--- src/rtl/rdma_pkg.sv ---
package rdma_pkg;

    // Number of bytes moved by one port access
    function automatic logic [2:0] step_of(input logic wide, input logic word16);
        if (wide)
            return 3'd4;
        else if (word16)
            return 3'd2;
        else
            return 3'd1;
    endfunction

    localparam logic [7:0] FILL_BYTE = 8'hFF;

endpackage

--- src/rtl/rdma_win_decode.sv ---
module rdma_win_decode #(
    parameter int ADDR_W  = 16,
    parameter int LOW_END = 32,
    parameter int WIN_LO  = 16384,
    parameter int WIN_HI  = 49152
) (
    input  logic [ADDR_W-1:0] addr_i,
    output logic              hit_o
);
    localparam logic [ADDR_W:0] LOW_C = (ADDR_W+1)'(LOW_END);
    localparam logic [ADDR_W:0] LO_C  = (ADDR_W+1)'(WIN_LO);
    localparam logic [ADDR_W:0] HI_C  = (ADDR_W+1)'(WIN_HI);

    logic [ADDR_W:0] a_ext;

    always_comb begin
        a_ext = {1'b0, addr_i};
        hit_o = (a_ext < LOW_C) || ((a_ext >= LO_C) && (a_ext < HI_C));
    end
endmodule

--- src/rtl/rdma_advance.sv ---
module rdma_advance #(
    parameter int ADDR_W     = 16,
    parameter int CNT_W      = 16,
    parameter int STEP_W     = 3,
    parameter int PAGE_SHIFT = 8
) (
    input  logic [ADDR_W-1:0]            addr_i,
    input  logic [CNT_W-1:0]             cnt_i,
    input  logic [STEP_W-1:0]            step_i,
    input  logic [ADDR_W-PAGE_SHIFT-1:0] start_pg_i,
    input  logic [ADDR_W-PAGE_SHIFT-1:0] stop_pg_i,
    output logic [ADDR_W-1:0]            addr_nx_o,
    output logic [CNT_W-1:0]             cnt_nx_o,
    output logic                         done_o
);
    logic [ADDR_W-1:0] sum;
    logic [ADDR_W-1:0] ring_lo;
    logic [ADDR_W-1:0] ring_hi;

    always_comb begin
        ring_lo   = {start_pg_i, {PAGE_SHIFT{1'b0}}};
        ring_hi   = {stop_pg_i, {PAGE_SHIFT{1'b0}}};
        sum       = addr_i + ADDR_W'(step_i);
        addr_nx_o = (sum == ring_hi) ? ring_lo : sum;
        done_o    = (cnt_i <= CNT_W'(step_i));
        cnt_nx_o  = done_o ? '0 : (cnt_i - CNT_W'(step_i));
    end
endmodule

--- src/rtl/rdma_lane_mux.sv ---
module rdma_lane_mux #(
    parameter int LANES  = 4,
    parameter int STEP_W = 3
) (
    input  logic [STEP_W-1:0]  step_i,
    input  logic               hit_i,
    input  logic [8*LANES-1:0] data_i,
    output logic [8*LANES-1:0] data_o
);
    import rdma_pkg::*;

    for (genvar k = 0; k < LANES; k++) begin : g_lane
        localparam logic [STEP_W-1:0] LANE_IDX = STEP_W'(k);
        always_comb begin
            if (LANE_IDX >= step_i)
                data_o[8*k +: 8] = 8'h00;
            else if (hit_i)
                data_o[8*k +: 8] = data_i[8*k +: 8];
            else
                data_o[8*k +: 8] = FILL_BYTE;
        end
    end
endmodule

--- src/rtl/rdma_port_engine.sv ---
module rdma_port_engine #(
    parameter int ADDR_W     = 16,
    parameter int CNT_W      = 16,
    parameter int PAGE_SHIFT = 8,
    parameter int LANES      = 4,
    parameter int LOW_END    = 32,
    parameter int WIN_LO     = 16384,
    parameter int WIN_HI     = 49152
) (
    input  logic                         clk_i,
    input  logic                         rst_ni,
    input  logic                         cfg_word16_i,
    input  logic [ADDR_W-PAGE_SHIFT-1:0] ring_start_pg_i,
    input  logic [ADDR_W-PAGE_SHIFT-1:0] ring_stop_pg_i,
    input  logic                         ld_addr_i,
    input  logic [ADDR_W-1:0]            ld_addr_val_i,
    input  logic                         ld_cnt_i,
    input  logic [CNT_W-1:0]             ld_cnt_val_i,
    input  logic                         dma_cmd_i,
    input  logic                         acc_valid_i,
    input  logic                         acc_write_i,
    input  logic                         acc_wide_i,
    input  logic [8*LANES-1:0]           acc_wdata_i,
    output logic                         rd_valid_o,
    output logic [8*LANES-1:0]           rd_data_o,
    output logic [ADDR_W-1:0]            cur_addr_o,
    output logic [CNT_W-1:0]             cur_cnt_o,
    output logic                         rdc_set_o,
    output logic                         mem_req_o,
    output logic                         mem_we_o,
    output logic [ADDR_W-1:0]            mem_addr_o,
    output logic [LANES-1:0]             mem_be_o,
    output logic [8*LANES-1:0]           mem_wdata_o,
    input  logic [8*LANES-1:0]           mem_rdata_i
);
    localparam int STEP_W = $clog2(LANES) + 1;

    typedef struct packed {
        logic [ADDR_W-1:0] addr;
        logic [CNT_W-1:0]  cnt;
        logic              rd_pend;
        logic              rd_hit;
        logic [STEP_W-1:0] rd_step;
        logic              rdc;
    } eng_st_t;

    eng_st_t st_d, st_q;

    logic [STEP_W-1:0] step;
    logic [ADDR_W-1:0] base;
    logic              hit;
    logic              blocked;
    logic              fire;
    logic [ADDR_W-1:0] adv_addr;
    logic [CNT_W-1:0]  adv_cnt;
    logic              adv_done;

    // access width and even-forced lane-0 address
    always_comb begin
        if (acc_wide_i)
            step = STEP_W'(LANES);
        else if (cfg_word16_i)
            step = STEP_W'(2);
        else
            step = STEP_W'(1);
        base    = (step != STEP_W'(1)) ? {st_q.addr[ADDR_W-1:1], 1'b0} : st_q.addr;
        blocked = acc_write_i && (st_q.cnt == '0);
        fire    = acc_valid_i && !blocked;
    end

    rdma_win_decode #(
        .ADDR_W (ADDR_W),
        .LOW_END(LOW_END),
        .WIN_LO (WIN_LO),
        .WIN_HI (WIN_HI)
    ) win_i (
        .addr_i(base),
        .hit_o (hit)
    );

    rdma_advance #(
        .ADDR_W    (ADDR_W),
        .CNT_W     (CNT_W),
        .STEP_W    (STEP_W),
        .PAGE_SHIFT(PAGE_SHIFT)
    ) adv_i (
        .addr_i    (st_q.addr),
        .cnt_i     (st_q.cnt),
        .step_i    (step),
        .start_pg_i(ring_start_pg_i),
        .stop_pg_i (ring_stop_pg_i),
        .addr_nx_o (adv_addr),
        .cnt_nx_o  (adv_cnt),
        .done_o    (adv_done)
    );

    // write lanes: unused lanes forced to zero
    rdma_lane_mux #(
        .LANES (LANES),
        .STEP_W(STEP_W)
    ) wr_mux_i (
        .step_i(step),
        .hit_i (1'b1),
        .data_i(acc_wdata_i),
        .data_o(mem_wdata_o)
    );

    // read lanes: fill outside the windows, zero above the step
    rdma_lane_mux #(
        .LANES (LANES),
        .STEP_W(STEP_W)
    ) rd_mux_i (
        .step_i(st_q.rd_step),
        .hit_i (st_q.rd_hit),
        .data_i(mem_rdata_i),
        .data_o(rd_data_o)
    );

    for (genvar k = 0; k < LANES; k++) begin : g_be
        localparam logic [STEP_W-1:0] LANE_IDX = STEP_W'(k);
        assign mem_be_o[k] = mem_req_o && (LANE_IDX < step);
    end

    always_comb begin
        mem_req_o  = fire && hit;
        mem_we_o   = acc_write_i;
        mem_addr_o = base;

        st_d         = st_q;
        st_d.rd_pend = acc_valid_i && !acc_write_i;
        st_d.rd_hit  = hit;
        st_d.rd_step = step;
        st_d.rdc     = 1'b0;

        if (fire) begin
            st_d.addr = adv_addr;
            st_d.cnt  = adv_cnt;
            st_d.rdc  = adv_done;
        end
        if (dma_cmd_i && (st_q.cnt == '0))
            st_d.rdc = 1'b1;
        if (ld_addr_i)
            st_d.addr = ld_addr_val_i;
        if (ld_cnt_i)
            st_d.cnt = ld_cnt_val_i;
    end

    always_ff @(posedge clk_i) begin
        if (!rst_ni)
            st_q <= '0;
        else
            st_q <= st_d;
    end

    assign rd_valid_o = st_q.rd_pend;
    assign cur_addr_o = st_q.addr;
    assign cur_cnt_o  = st_q.cnt;
    assign rdc_set_o  = st_q.rdc;

    // a read strobe is answered in the next cycle
    a_r9_read_answer: assert property (@(posedge clk_i) disable iff (!rst_ni)
        acc_valid_i && !acc_write_i |=> rd_valid_o);

    // no read result without a read strobe one cycle earlier
    a_r9_read_cause: assert property (@(posedge clk_i) disable iff (!rst_ni)
        rd_valid_o |-> $past(acc_valid_i && !acc_write_i));

    // a write with nothing left reaches no memory
    a_r4_no_request: assert property (@(posedge clk_i) disable iff (!rst_ni)
        acc_valid_i && acc_write_i && (cur_cnt_o == '0) |-> !mem_req_o);

    // and leaves the registers and the pulse alone
    a_r4_state_kept: assert property (@(posedge clk_i) disable iff (!rst_ni)
        acc_valid_i && acc_write_i && (cur_cnt_o == '0) && !ld_addr_i && !ld_cnt_i && !dma_cmd_i
        |=> $stable(cur_addr_o) && $stable(cur_cnt_o) && !rdc_set_o);

    // multi-byte requests are even
    a_r5_even_addr: assert property (@(posedge clk_i) disable iff (!rst_ni)
        mem_req_o && (acc_wide_i || cfg_word16_i) |-> !mem_addr_o[0]);

    // completion leaves a zero count unless a load intervened
    a_r3_done_zero: assert property (@(posedge clk_i) disable iff (!rst_ni)
        rdc_set_o && !$past(ld_cnt_i) |-> (cur_cnt_o == '0));

    // a live access always lowers a nonzero count
    a_r3_count_drops: assert property (@(posedge clk_i) disable iff (!rst_ni)
        acc_valid_i && (cur_cnt_o != '0) && !ld_cnt_i |=> (cur_cnt_o < $past(cur_cnt_o)));
endmodule

--- config.mk ---
export PLATFORM = sky130hd
export DESIGN_NAME = rdma_port_engine
export DESIGN_NICKNAME = d
export VERILOG_FILES = /design/src/rtl/rdma_pkg.sv /design/src/rtl/rdma_win_decode.sv /design/src/rtl/rdma_advance.sv /design/src/rtl/rdma_lane_mux.sv /design/src/rtl/rdma_port_engine.sv
export SDC_FILE = /design/constraint.sdc
export NUM_CORES = 1
export LEC_CHECK = 0
export ABC_CLOCK_PERIOD_IN_PS = 7000
export BUFFER_PORTS_ARGS = -buffer_cell sky130_fd_sc_hd__buf_2
export CORE_MARGIN = 10
export CORE_UTILIZATION = 30
export DETAILED_ROUTE_END_ITERATION = 10
export GPL_ROUTABILITY_DRIVEN = 1
export PLACE_DENSITY = 0.7
export SYNTH_ARGS = -nofsm -noshare
export SYNTH_HDL_FRONTEND = slang
export SYNTH_SLANG_ARGS = --single-unit
--- constraint.sdc ---
create_clock -name clk_i -period 7 [get_ports clk_i]
set_input_delay 0.35 -clock clk_i [delete_from_list [all_inputs] [get_ports clk_i]]
set_output_delay 0.35 -clock clk_i [all_outputs]
set_load 0.01 [all_outputs]
## Word level (Yosys, flattened, before mapping)

Cells that the tools add are included.
W data, S select, Z words.

- Word-level logic and storage cells: 64
- Register bits after elaboration: 38
- Bits in read-only memories: 0
- Bits in latches: 0
- Bits of input ports: 121
- Memories kept: 0
- Bits in writable memories: 0

- Add/sub/neg operators: 2
- Multiplexer cells: 22
- Reduce and logical (&&, ||, !) cells: 16
- $mul: 0
- Divide/modulo/power cells: 0
- $lt $le $gt $ge: 16
- Bitwise logic cells: 0
- Equality and inequality tests: 2
- Shift operators: 0

Operator list:

| kind | count |
|---|---|
| $mux W8 | 12 |
| $mux W16 | 4 |
| $mux W32 | 1 |
| $add A16 B3 Y16 | 1 |
| $eq A16 B16 Y1 | 1 |
| $ge A16 B15 Y1 const B | 1 |
| $le A16 B3 Y1 | 1 |
| $logic_not A16 Y1 | 1 |
| $lt A16 B16 Y1 const B | 1 |
| $lt A16 B6 Y1 const B | 1 |
| $sub A16 B3 Y16 | 1 |
| $ge A1 B3 Y1 const A | 4 |
| $ge A2 B3 Y1 const A | 4 |
| $logic_and A1 B1 Y1 | 10 |
| $lt A1 B3 Y1 const A | 2 |
| $lt A2 B3 Y1 const A | 2 |
| $reduce_bool A2 Y1 | 2 |
| $mux W1 | 3 |
| $mux W3 | 1 |
| $ne A3 B1 Y1 const B | 1 |
| $logic_not A1 Y1 | 2 |
| $mux W2 | 1 |
| $logic_or A1 B1 Y1 | 1 |

## Longest topological paths before layout

Gate-level depths: netlist (run 1).

- Depth in word-level cells: 9
- Mapped depth: 12

## By module

A second synthesis (run 1) with hierarchy kept.

- Cells, all modules: 621
- Area, all modules: 4433.0 µm²

By module, submodules not included:

| module | area an instance (µm²) | times used | cells an instance |
|---|---|---|---|
| rdma_port_engine | 2426.1 | 1 | 306 |
| rdma_advance | 1226.2 | 1 | 169 |
| rdma_lane_mux | 370.4 | 2 | 71 |
| rdma_win_decode | 40.0 | 1 | 4 |

## Worst setup path after synthesis (run 1)

No wires, ideal clock.

- Path type: input port to flip-flop
- Start point: input acc_wide_i
- End point: register st_q (netlist bit cur_addr_o[10])
- Setup slack: 3.746 ns
- Setup time: 0.086 ns
- Arrival: 3.168 ns
- Stages: 12
- Buffers on the path: 1
- Data required time: 6.914 ns
- Path through: nor2_1 -> clkbuf_1 -> ha_1 -> fa_1 -> a21o_1 -> or3_1 -> nand2_1 -> a41oi_1 -> a2111oi_4 -> nand4_4 -> mux2_2 -> a211oi_1

- Cells in the longest elaborated chain, start to end: 6

RTL lines:

| element | RTL line | RTL |
|---|---|---|
| from (decl) | rdma_port_engine.sv:22 | `input logic acc_wide_i,` |
| $mux W3 (*) | rdma_port_engine.sv:60 | `if (acc_wide_i)` |
| net adv_i.step_i[0] | rdma_advance.sv:9 | `input logic [STEP_W-1:0] step_i,` |
| $add A16 B3 Y16 (*) | rdma_advance.sv:23 | `sum = addr_i + ADDR_W'(step_i);` |
| $eq A16 B16 Y1 | rdma_advance.sv:24 | `addr_nx_o = (sum == ring_hi) ? ring_lo : sum;` |
| $mux W16 (*) | rdma_advance.sv:24 |  |
| $mux W32 (*) | rdma_port_engine.sv:135 | `if (fire) begin` |
| $mux W16 (*) | rdma_port_engine.sv:142 | `if (ld_addr_i)` |
| to (signal assigned) | rdma_port_engine.sv:152 | `st_q <= st_d;` |
| to (decl) | rdma_port_engine.sv:47 | `eng_st_t st_d, st_q;` |

Mark *: on every way through the listed nets, which the timed path passes. The rest lies on a longest branch. The select of a mux whose other input is x is not followed.
A chain may end at the register's enable or synchronous reset.

## Final worst setup path (run 1)

- Start point: input acc_wide_i
- End point: register st_q (netlist bit cur_addr_o[12])

- Cells in the longest elaborated chain, start to end: 6

RTL lines:

| element | RTL line |
|---|---|
| $mux W3 (*) | rdma_port_engine.sv:60 |
| $add A16 B3 Y16 (*) | rdma_advance.sv:23 |
| $eq A16 B16 Y1 | rdma_advance.sv:24 |
| $mux W16 (*) | rdma_advance.sv:24 |
| $mux W32 (*) | rdma_port_engine.sv:135 |
| $mux W16 (*) | rdma_port_engine.sv:142 |

Every way passes the cells marked *; elsewhere a longest branch is shown, timed or not. The select of a mux whose other input is x is not followed.

==> summary by stage, run 1 <==
Status
The run finished with clean final reports.

Timing
The slew at the pin closest to its max-slew limit is around 0.95 ns. The count of final max-slew check failures came to 0. The worst path in the final design needs a cycle of around 3.4 ns, including I/O delays and setup. The number of setup violations in the final report is 0.

The clock arrives with roughly 0.0069 ns of skew. The worst max-slew margin expressed relative to the limit is between 30 and 40%. Setup repair after global routing left no endpoint under its margin. After routing, the total negative slack on setup checks comes to 0 ns. In the finished design, the share of the clock period the worst path needs comes to between 40% and 50%. The number of hold-slack violations in the final timing report came to 0. The worst hold margin is between 0.2 and 0.3 ns.

Based on the critical path, the design can be clocked at up to between 200 and 300 MHz.

Pwr
The analysis attributes to cell leakage a power of around 2.4 nW. The worst supply voltage drop on vdd is around 0.076 mV. Internal power comes to 0.414 mW. Net switching is between 30% and 40% of the power. The net switching component of the power is 0.256 mW. Per report_power, the sequential group accounts for about 40% of the total.

The power density over the cells is between 150 and 200 mW/mm2. Combinational logic burns a little under 40% of the power. Of the total power, the clock network draws 21.7%.

Route
The post-detailed-routing wire length is roughly 13000 um. The detailed-routing iteration count for the pre-antenna-repair pass is 5. The met3 routed wirelength is slightly above 800 um. After detailed routing, the met2 layer carries between 6000 and 7000 um of wire.

The via count normalized by instance count is around 4.8. The via total after detailed routing is between 3000 and 4000. The detail-routed net length per standard cell is ~17 um. In the final routing, the length of wire on met1 measures about 5400 um. The detailed router's first-iteration violation count is 118. The post-route antenna net violation count is 0. The number of DRC violations after detailed routing is 0. The highest layer used for signal routing is met4.

Clocking
The buffer count from post-CTS setup fixing is 0. The buffer cell driving the clock tree root is sky130_fd_sc_hd__clkbuf_8. The number of buffers added by the clock tree synthesis step is 5. The clock slew at the register clock pins of the worst setup and hold paths is roughly 0.07 ns. Buffers inserted to repair hold after CTS numbered 0. For the worst-skew pair, the clock arrives at the later sink with an insertion delay of 0.28 ns.

The number of levels the H-tree was split into is 2. The clock tree from TritonCTS is built. The clock passes through at most 2 buffers.

The clock drives 38 sinks. The quantity of gates resized following cts is 0.

Critical path
The worst stage delay on the critical path is about 0.65 ns. The arrival time reported for the critical path endpoint is around 3.6 ns. The most prevalent standard cell on the critical path is sky130_fd_sc_hd__xnor2_1. STA classifies the critical path endpoint as a flop. The kind of start point of the critical path is an input pin. The highest-delay cell along the critical path is sky130_fd_sc_hd__nor2_1.

In this run the worst path has a maximum fanout of 20. The category of the critical setup timing path is input pin to flop. Data on the critical path is required at its endpoint by 7.19 ns. Traced cell by cell, the critical path runs through buf_2 -> nor2_1 -> ha_1 -> fa_1 -> a21oi_1 -> nor4_1 -> xnor2_1 -> xnor2_1 -> a2111oi_4 -> nand4_4 -> mux2_2 -> a211oi_1.

Synthesis
The biggest area contributor in the post-synthesis netlist is sky130_fd_sc_hd__dfxtp_1. Counting flops with an async set or reset pin after synthesis yields a share of 0%. Counting flops and latches in the post-synthesis netlist gives 38.

The most frequently used cell type in the post-synthesis netlist is sky130_fd_sc_hd__inv_1. The count of synthesis-stage warnings from yosys is 0. After Yosys synthesis, XOR and XNOR cells account for 7.94% of the synthesized area. After synthesis, the most frequently instantiated cells are sky130_fd_sc_hd__inv_1, sky130_fd_sc_hd__dfxtp_1, sky130_fd_sc_hd__a21oi_1. The arithmetic-cell share of the synthesized area counting full adders, half adders and majority gates is 3.85%. For this run, the leading register cell type out of synthesis is sky130_fd_sc_hd__dfxtp_1. After Yosys synthesis, and, or, nand and nor cells account for around 28% of the synthesized area. The count of mapped cells out of synthesis is between 400 and 500. The mean instance size in the synthesized netlist is 7.32 um2. Summing the areas of all compound-gate instances in the mapped netlist gives a little over a fifth of the synthesized area. The number of distinct standard cells referenced by the synthesized netlist is between 50 and 60. By area, the combinational part of the netlist is dominated by simple AND/OR/NAND/NOR gates. The post-synthesis instance area is about 0.0033 mm2. In the synthesized netlist, mux cells make up 3.70% of the area. Sorting the synthesized cells by area gives the leading types as sky130_fd_sc_hd__dfxtp_1, sky130_fd_sc_hd__a21oi_1, sky130_fd_sc_hd__and2_1, sky130_fd_sc_hd__xnor2_1, sky130_fd_sc_hd__inv_1.

Sequential elements use 23.0% of the synthesized area. The number of enable-type register cells in the synthesized netlist is 0. After synthesis, the largest area contributor takes up around 23% of total cell area. When the netlist entered floorplanning its net count stood at around 580.

Global route
Entering global routing, the biggest net connects 35 pins. The initial antenna violation count is 0. The number of global-route vias before repair is slightly below 4000. The global-route wire length before repair is between 20000 and 25000 um. The leftover overflow at the end of global routing is 0. Global routing used around 15% of the available tracks across all layers.

Flow run
Across the run, the number of max-cap violations was 0.

Layout
From synthesis to final layout, the design area changed by 33.9%. The finished cells cover around 0.0044 mm2. The number of nets in the finished design is about 770.

The post-route netlist has ~39% of its cells at a drive strength greater than 1. The number of diodes added for antenna fixing is 0. The count of filler cells inserted in the layout is about 1200.

Placement
The placement-stage cell area is around 0.0044 mm2. Routability-driven placement finished with a final weighted congestion of slightly below 0.9. In this run the tool buffered the top-level ports with about 220 buffer cells. The placed wire-length estimate after detailed placement is approximately 11000 um.

Die
The floorplan step set the die width to between 100 and 150 um. The number of core rows is 38. In this run the count of I/O pins placed on the die edge is about 240. The vertical die dimension is 125 um. The core region is 0.0108 mm2. For this configuration, the core starts out at a cell density of between 30% and 40%. The die outline area is approximately 0.016 mm2.

Hold path
In this run the worst hold path is classified as input pin to flop.
## metrics by stage
stage                     worst slack [ns]  utilization [%]  total power, mW  std cells
after global placement                3.34             40.2            0.530        769
after CTS                             3.55             40.9            0.679        776
final                                 3.56             40.9            0.670        776
after detailed placement              3.25             40.2            0.530        769
after global routing                  3.32             40.9            0.722        776
after floorplan                       3.75                -            0.428        452
## routing by layer
metal  track usage [%]  vias to the layer above
li1                  -                     1899
met2              27.1                      130
met4              4.74                        0
met3              4.18                       22
met1              17.6                     1663
met5                 0                        -
## layout by cell type, fill, tap and decap left out, drive strengths merged, types with 2 or more instances in the layout
master and n:
inv 44, nand2 28, fa 2, and3 4
nor2b 10, nor4 7, mux2i 10, nor2 30
a211oi 9, a21o 3, mux2 2, clkbuf 5
xnor2 20, nor3b 2, a221oi 4, o211a 2
or3 3, buf 224, a31oi 5, a21boi 9
nand4 9, nor3 19, clkinv 2, o21ai 34
dfxtp 38, ha 7, nand3 11, xor2 10
a21oi 37, and2 29, or4 3
## registers in the layout, indices dropped and copies added, names as in the netlist
register,cells
cur_addr_o,16
cur_cnt_o,16
rd_valid_o,1
rdc_set_o,1
st_q,4
## power by group through the flow
stage               logic (mW)  clock network, mW  registers, mW
floorplan                0.164                  0          0.264
global placement         0.259                  0          0.271
detailed placement       0.259                  0          0.271
CTS                      0.261              0.152          0.266
global route             0.287              0.164          0.271
finish                   0.258              0.146          0.266
## worst paths after layout
| kind | from | to | slack (ns) | cells after the start |
|---|---|---|---|---|
| worst min-delay path | acc_write_i | rd_valid_o$_SDFF_PN0_ | 0.25 | 2 |
| worst max register to register | cur_addr_o[0]$_SDFFE_PN0P_ | cur_addr_o[12]$_SDFFE_PN0P_ | 3.87 | 10 |
| worst min register to register | cur_cnt_o[6]$_SDFFE_PN0P_ | cur_cnt_o[6]$_SDFFE_PN0P_ | 0.53 | 2 |
| worst max-delay path | acc_wide_i | cur_addr_o[12]$_SDFFE_PN0P_ | 3.56 | 12 |
## critical path, delay by kind of cell
family	cells	cell delay, ns
AND/OR/NAND/NOR	3	1.14
multiplexers	1	0.33
AO/OA/AOI/OAI	3	0.67
buffers and inverters	1	0.19
XOR/XNOR	2	0.35
adder cells (fa/ha/maj)	2	0.60
## cell type report
cell class / instances / area, um2 / share of cell area [%]
clock buffers: 5 / 68.8 / 1.55
clock inverters: 2 / 10.0 / 0.226
inverters: 44 / 165 / 3.72
multi-input cells: 323 / 2130 / 48.1
flip-flops and latches: 38 / 761 / 17.2
well taps: 140 / 175 / 3.95
repair buffers: 224 / 1120 / 25.3
## cell families (layout without fill, tap and decap cells)
kind of cell / Yosys count / in the layout
and+or+nand+nor: 159 / 159
AOI/OAI and AO/OA: 113 / 113
buffers and inverters: 91 / 275
DFF: 38 / 38
xor gates and xnor gates: 30 / 30
muxes: 12 / 12
adders and majority gates: 9 / 9
(Power assumes the default switching activity.)
==> inputs of run 2 (changes only) <==
- ABC_CLOCK_PERIOD_IN_PS: 7000 -> 3300
- clock period: 7 -> 3.3 ns (I/O delays scaled with it)
==> summary by stage, run 2 (synthesis gave the netlist of run 1 again) <==
Critical path
The logic depth of the worst register-to-register path came to 10 (unchanged). The register-to-register setup slack is 0.28 ns (-3.59 ns). The worst reg2reg path endpoint is cur_addr_o[10]$_SDFFE_PN0P_. The maximum fanout along the worst path is 7 (-65%). In this run the worst setup path begins at cur_addr_o[0]$_SDFFE_PN0P_.

The worst setup path is of the flop to flop kind. The kind of start point of the critical path is a flop. The endpoint of the worst setup timing path is cur_addr_o[10]$_SDFFE_PN0P_. The kind of end point of the critical path is a flop. The reg-to-reg critical path startpoint is cur_addr_o[0]$_SDFFE_PN0P_. The arrival time reported for the critical path endpoint is 3.24 ns (-0.39 ns).

The required time of the worst setup path is 3.52 ns (-3.67 ns).

Pwr
The clock network power share came to 23.4% (+1.7 points). The power density over the cells is 326 mW/mm2 (+120%). The combinational share of power came to 38.6% (about the same). The internal power component is 0.919 mW (+120%). The proportion of power drawn by flip-flops and latches is 38.0% (-1.7 points). The worst supply voltage drop on vdd was 0.159 mV (+110%). The net switching component of the power is 0.557 mW (+120%). The leakage power of the design is 2.40 nW (+2.1%). The switching fraction of total power is 37.7% (-0.47 points).

Route
The detail-routed net length per standard cell is 16.8 um (+0.67%). The via count normalized by instance count was 4.78 (-0.12%). The detailed router's first-iteration violation count is 166 (+41%). The post-detailed-routing wire length was 13200 um (+2.1%). The post-route antenna net violation count came to 0 (unchanged). The number of DRC violations after detailed routing is 0 (unchanged). The via total after detailed routing is 3762 (+1.3%). The detailed-routing iteration count for the pre-antenna-repair pass is 4 (-1).

Status
The run finished with clean final reports.

Clocking
The quantity of gates resized following cts is 0 (unchanged). The maximum count of clock buffers along a single path is 2 (unchanged). The number of buffers added by the clock tree synthesis step was 5 (unchanged). The number of levels the H-tree was split into came to 2 (unchanged). The buffer cell driving the clock tree root is sky130_fd_sc_hd__clkbuf_8. The count of hold buffers inserted by post-cts repair was 0 (unchanged). The clock slew at the register clock pins of the worst setup and hold paths is 0.08 ns (about the same). TritonCTS built the clock tree.

The clock sink count is 38 (unchanged). The clock insertion delay at the later pin of the skew report is 0.29 ns (about the same). The buffer count from post-CTS setup fixing is 0 (unchanged).

Flow run
The number of max-cap violations was 0 (unchanged).

Die
The I/O pin count is 241 (unchanged). The horizontal die dimension was 125 um (unchanged). The starting density of the core is 30.5% (unchanged). The number of core rows is 38 (unchanged).

The area inside the core boundary is 0.0108 mm2 (unchanged). The die outline area is 0.0156 mm2 (unchanged). The vertical die dimension came to 125 um (unchanged).

Global route
The maximum number of pins on one net before global-route repair is 35 (unchanged). The aggregate global-route resource usage is 15.6% (+0.27 points). The number of global-route vias before repair is 3817 (-1.0%).

The leftover overflow at the end of global routing is 0 (unchanged). The global-route wire length before repair is 20700 um (+1.7%). The initial antenna violation count is 0 (unchanged).

Layout
The library cells used most frequently in the layout, excluding fill and tap cells, are sky130_fd_sc_hd__buf_2, sky130_fd_sc_hd__inv_1, sky130_fd_sc_hd__dfxtp_1. The number of nets in the finished design came to 776 (+1.3%). The fraction of final layout cells sized beyond drive strength 1 is 39.6% (+0.89 points). Compared with the post-synthesis result, the final layout area differs by 36.6%. The count of filler cells inserted in the layout is 1174 (+1.2%).

The number of diodes added for antenna fixing was 0 (unchanged). Leaving out fill and tap cells, the most frequent cell in the layout is sky130_fd_sc_hd__buf_2. The storage element area is 761 um2 (unchanged). The area taken by multi-input logic gates was 0.00213 mm2 (unchanged).

Timing
The count of final max-slew check failures is 0 (unchanged). Setup repair after global routing left no endpoint under its margin. In the finished design, the share of the clock period the worst path needs comes to 91.6%. The slew at the pin closest to its max-slew limit came to 0.994 ns (+0.0471 ns).

The setup slack of the critical path after layout is 0.277 ns (-3.28 ns). The worst max-slew margin expressed relative to the limit was 33.7% (-3.1 points). The number of hold-slack violations in the final timing report was 0 (unchanged). The number of setup violations in the final report is 0 (unchanged). The sum of negative setup slack was 0 ns (unchanged). The final setup skew is 0.00879 ns (+0.00190 ns).

The post-layout minimum cycle time is slightly above 3 ns. The achievable frequency is about 330 MHz.

Hold path
The type of the tightest min-delay check is input pin to flop. The worst hold path cell count was 3 (+1).

Placement
The placed wire-length estimate after detailed placement came to 10800 um (+1.8%). The last weighted congestion value of the routability-driven placer is 0.908 (+1.8%). The number of port buffers is 224 (unchanged). The worst setup timing slack at the placement stage was 0.110 ns (-3.14 ns).
run 2: stage by stage:
stage          cells  cell area, um2  utilization, %  hold WS [ns]  power (mW)
5_1_grt          787            4520            41.7        0.0556        1.58
2_1_floorplan    452            3310               -         0.237       0.908
6_report         787            4520            41.7        0.0606        1.48
3_5_place_dp     779            4430            40.9         0.330        1.14
3_3_place_gp     779            4430            40.9         0.330        1.14
4_1_cts          787            4520            41.7        0.0550        1.49
run 2: how the worst min path moves through the flow:
| stage | end | start | slack [ns] |
|---|---|---|---|
| CTS | rd_valid_o$_SDFF_PN0_ | acc_write_i | 0.05 |
| detailed placement | mem_wdata_o[4] | acc_wdata_i[4] | 0.33 |
| global route | rd_valid_o$_SDFF_PN0_ | acc_write_i | 0.06 |
| finish | cur_cnt_o[10]$_SDFFE_PN0P_ | ld_cnt_val_i[10] | 0.06 |
| global placement | mem_wdata_o[4] | acc_wdata_i[4] | 0.33 |
| floorplan | rd_valid_o$_SDFF_PN0_ | acc_write_i | 0.24 |
run 2: power by group through the flow:
stage               logic [mW]  registers, mW  clock network, mW
floorplan                0.349          0.560                  0
global placement         0.570          0.571                  0
detailed placement       0.572          0.571                  0
CTS                      0.575          0.560              0.352
global route             0.632          0.571              0.372
finish                   0.570          0.561              0.345
run 2: cell type report:
cell class / instances / area share, %
inverters: 44 / 3.65
repair buffers: 234 / 26.5
clock inverters: 1 / 0.111
well taps: 140 / 3.87
clock buffers: 7 / 1.91
flip-flops and latches: 38 / 16.8
multi-input cells: 323 / 47.2
run 2: metal layers:
layer	up-vias	routed length, um	share of wire, %	track usage (%)
met5	-	0	0	0
met4	0	193	1.5	3.18
met3	25	852	6.4	3.84
met2	141	6640	50	27.7
met1	1670	5540	42	18.6
li1	1926	-	-	-
run 2: critical path, cell delays in order, from the launching register on:
cell and delay, ns:
sky130_fd_sc_hd__dfxtp_1 0.32, sky130_fd_sc_hd__ha_1 0.24, sky130_fd_sc_hd__fa_1 0.45, sky130_fd_sc_hd__a21o_1 0.25, sky130_fd_sc_hd__nand4_1 0.13, sky130_fd_sc_hd__xor2_1 0.26, sky130_fd_sc_hd__xnor2_1 0.16, sky130_fd_sc_hd__a2111oi_4 0.39
sky130_fd_sc_hd__nand4_4 0.21, sky130_fd_sc_hd__mux2_2 0.32, sky130_fd_sc_hd__a211oi_1 0.21
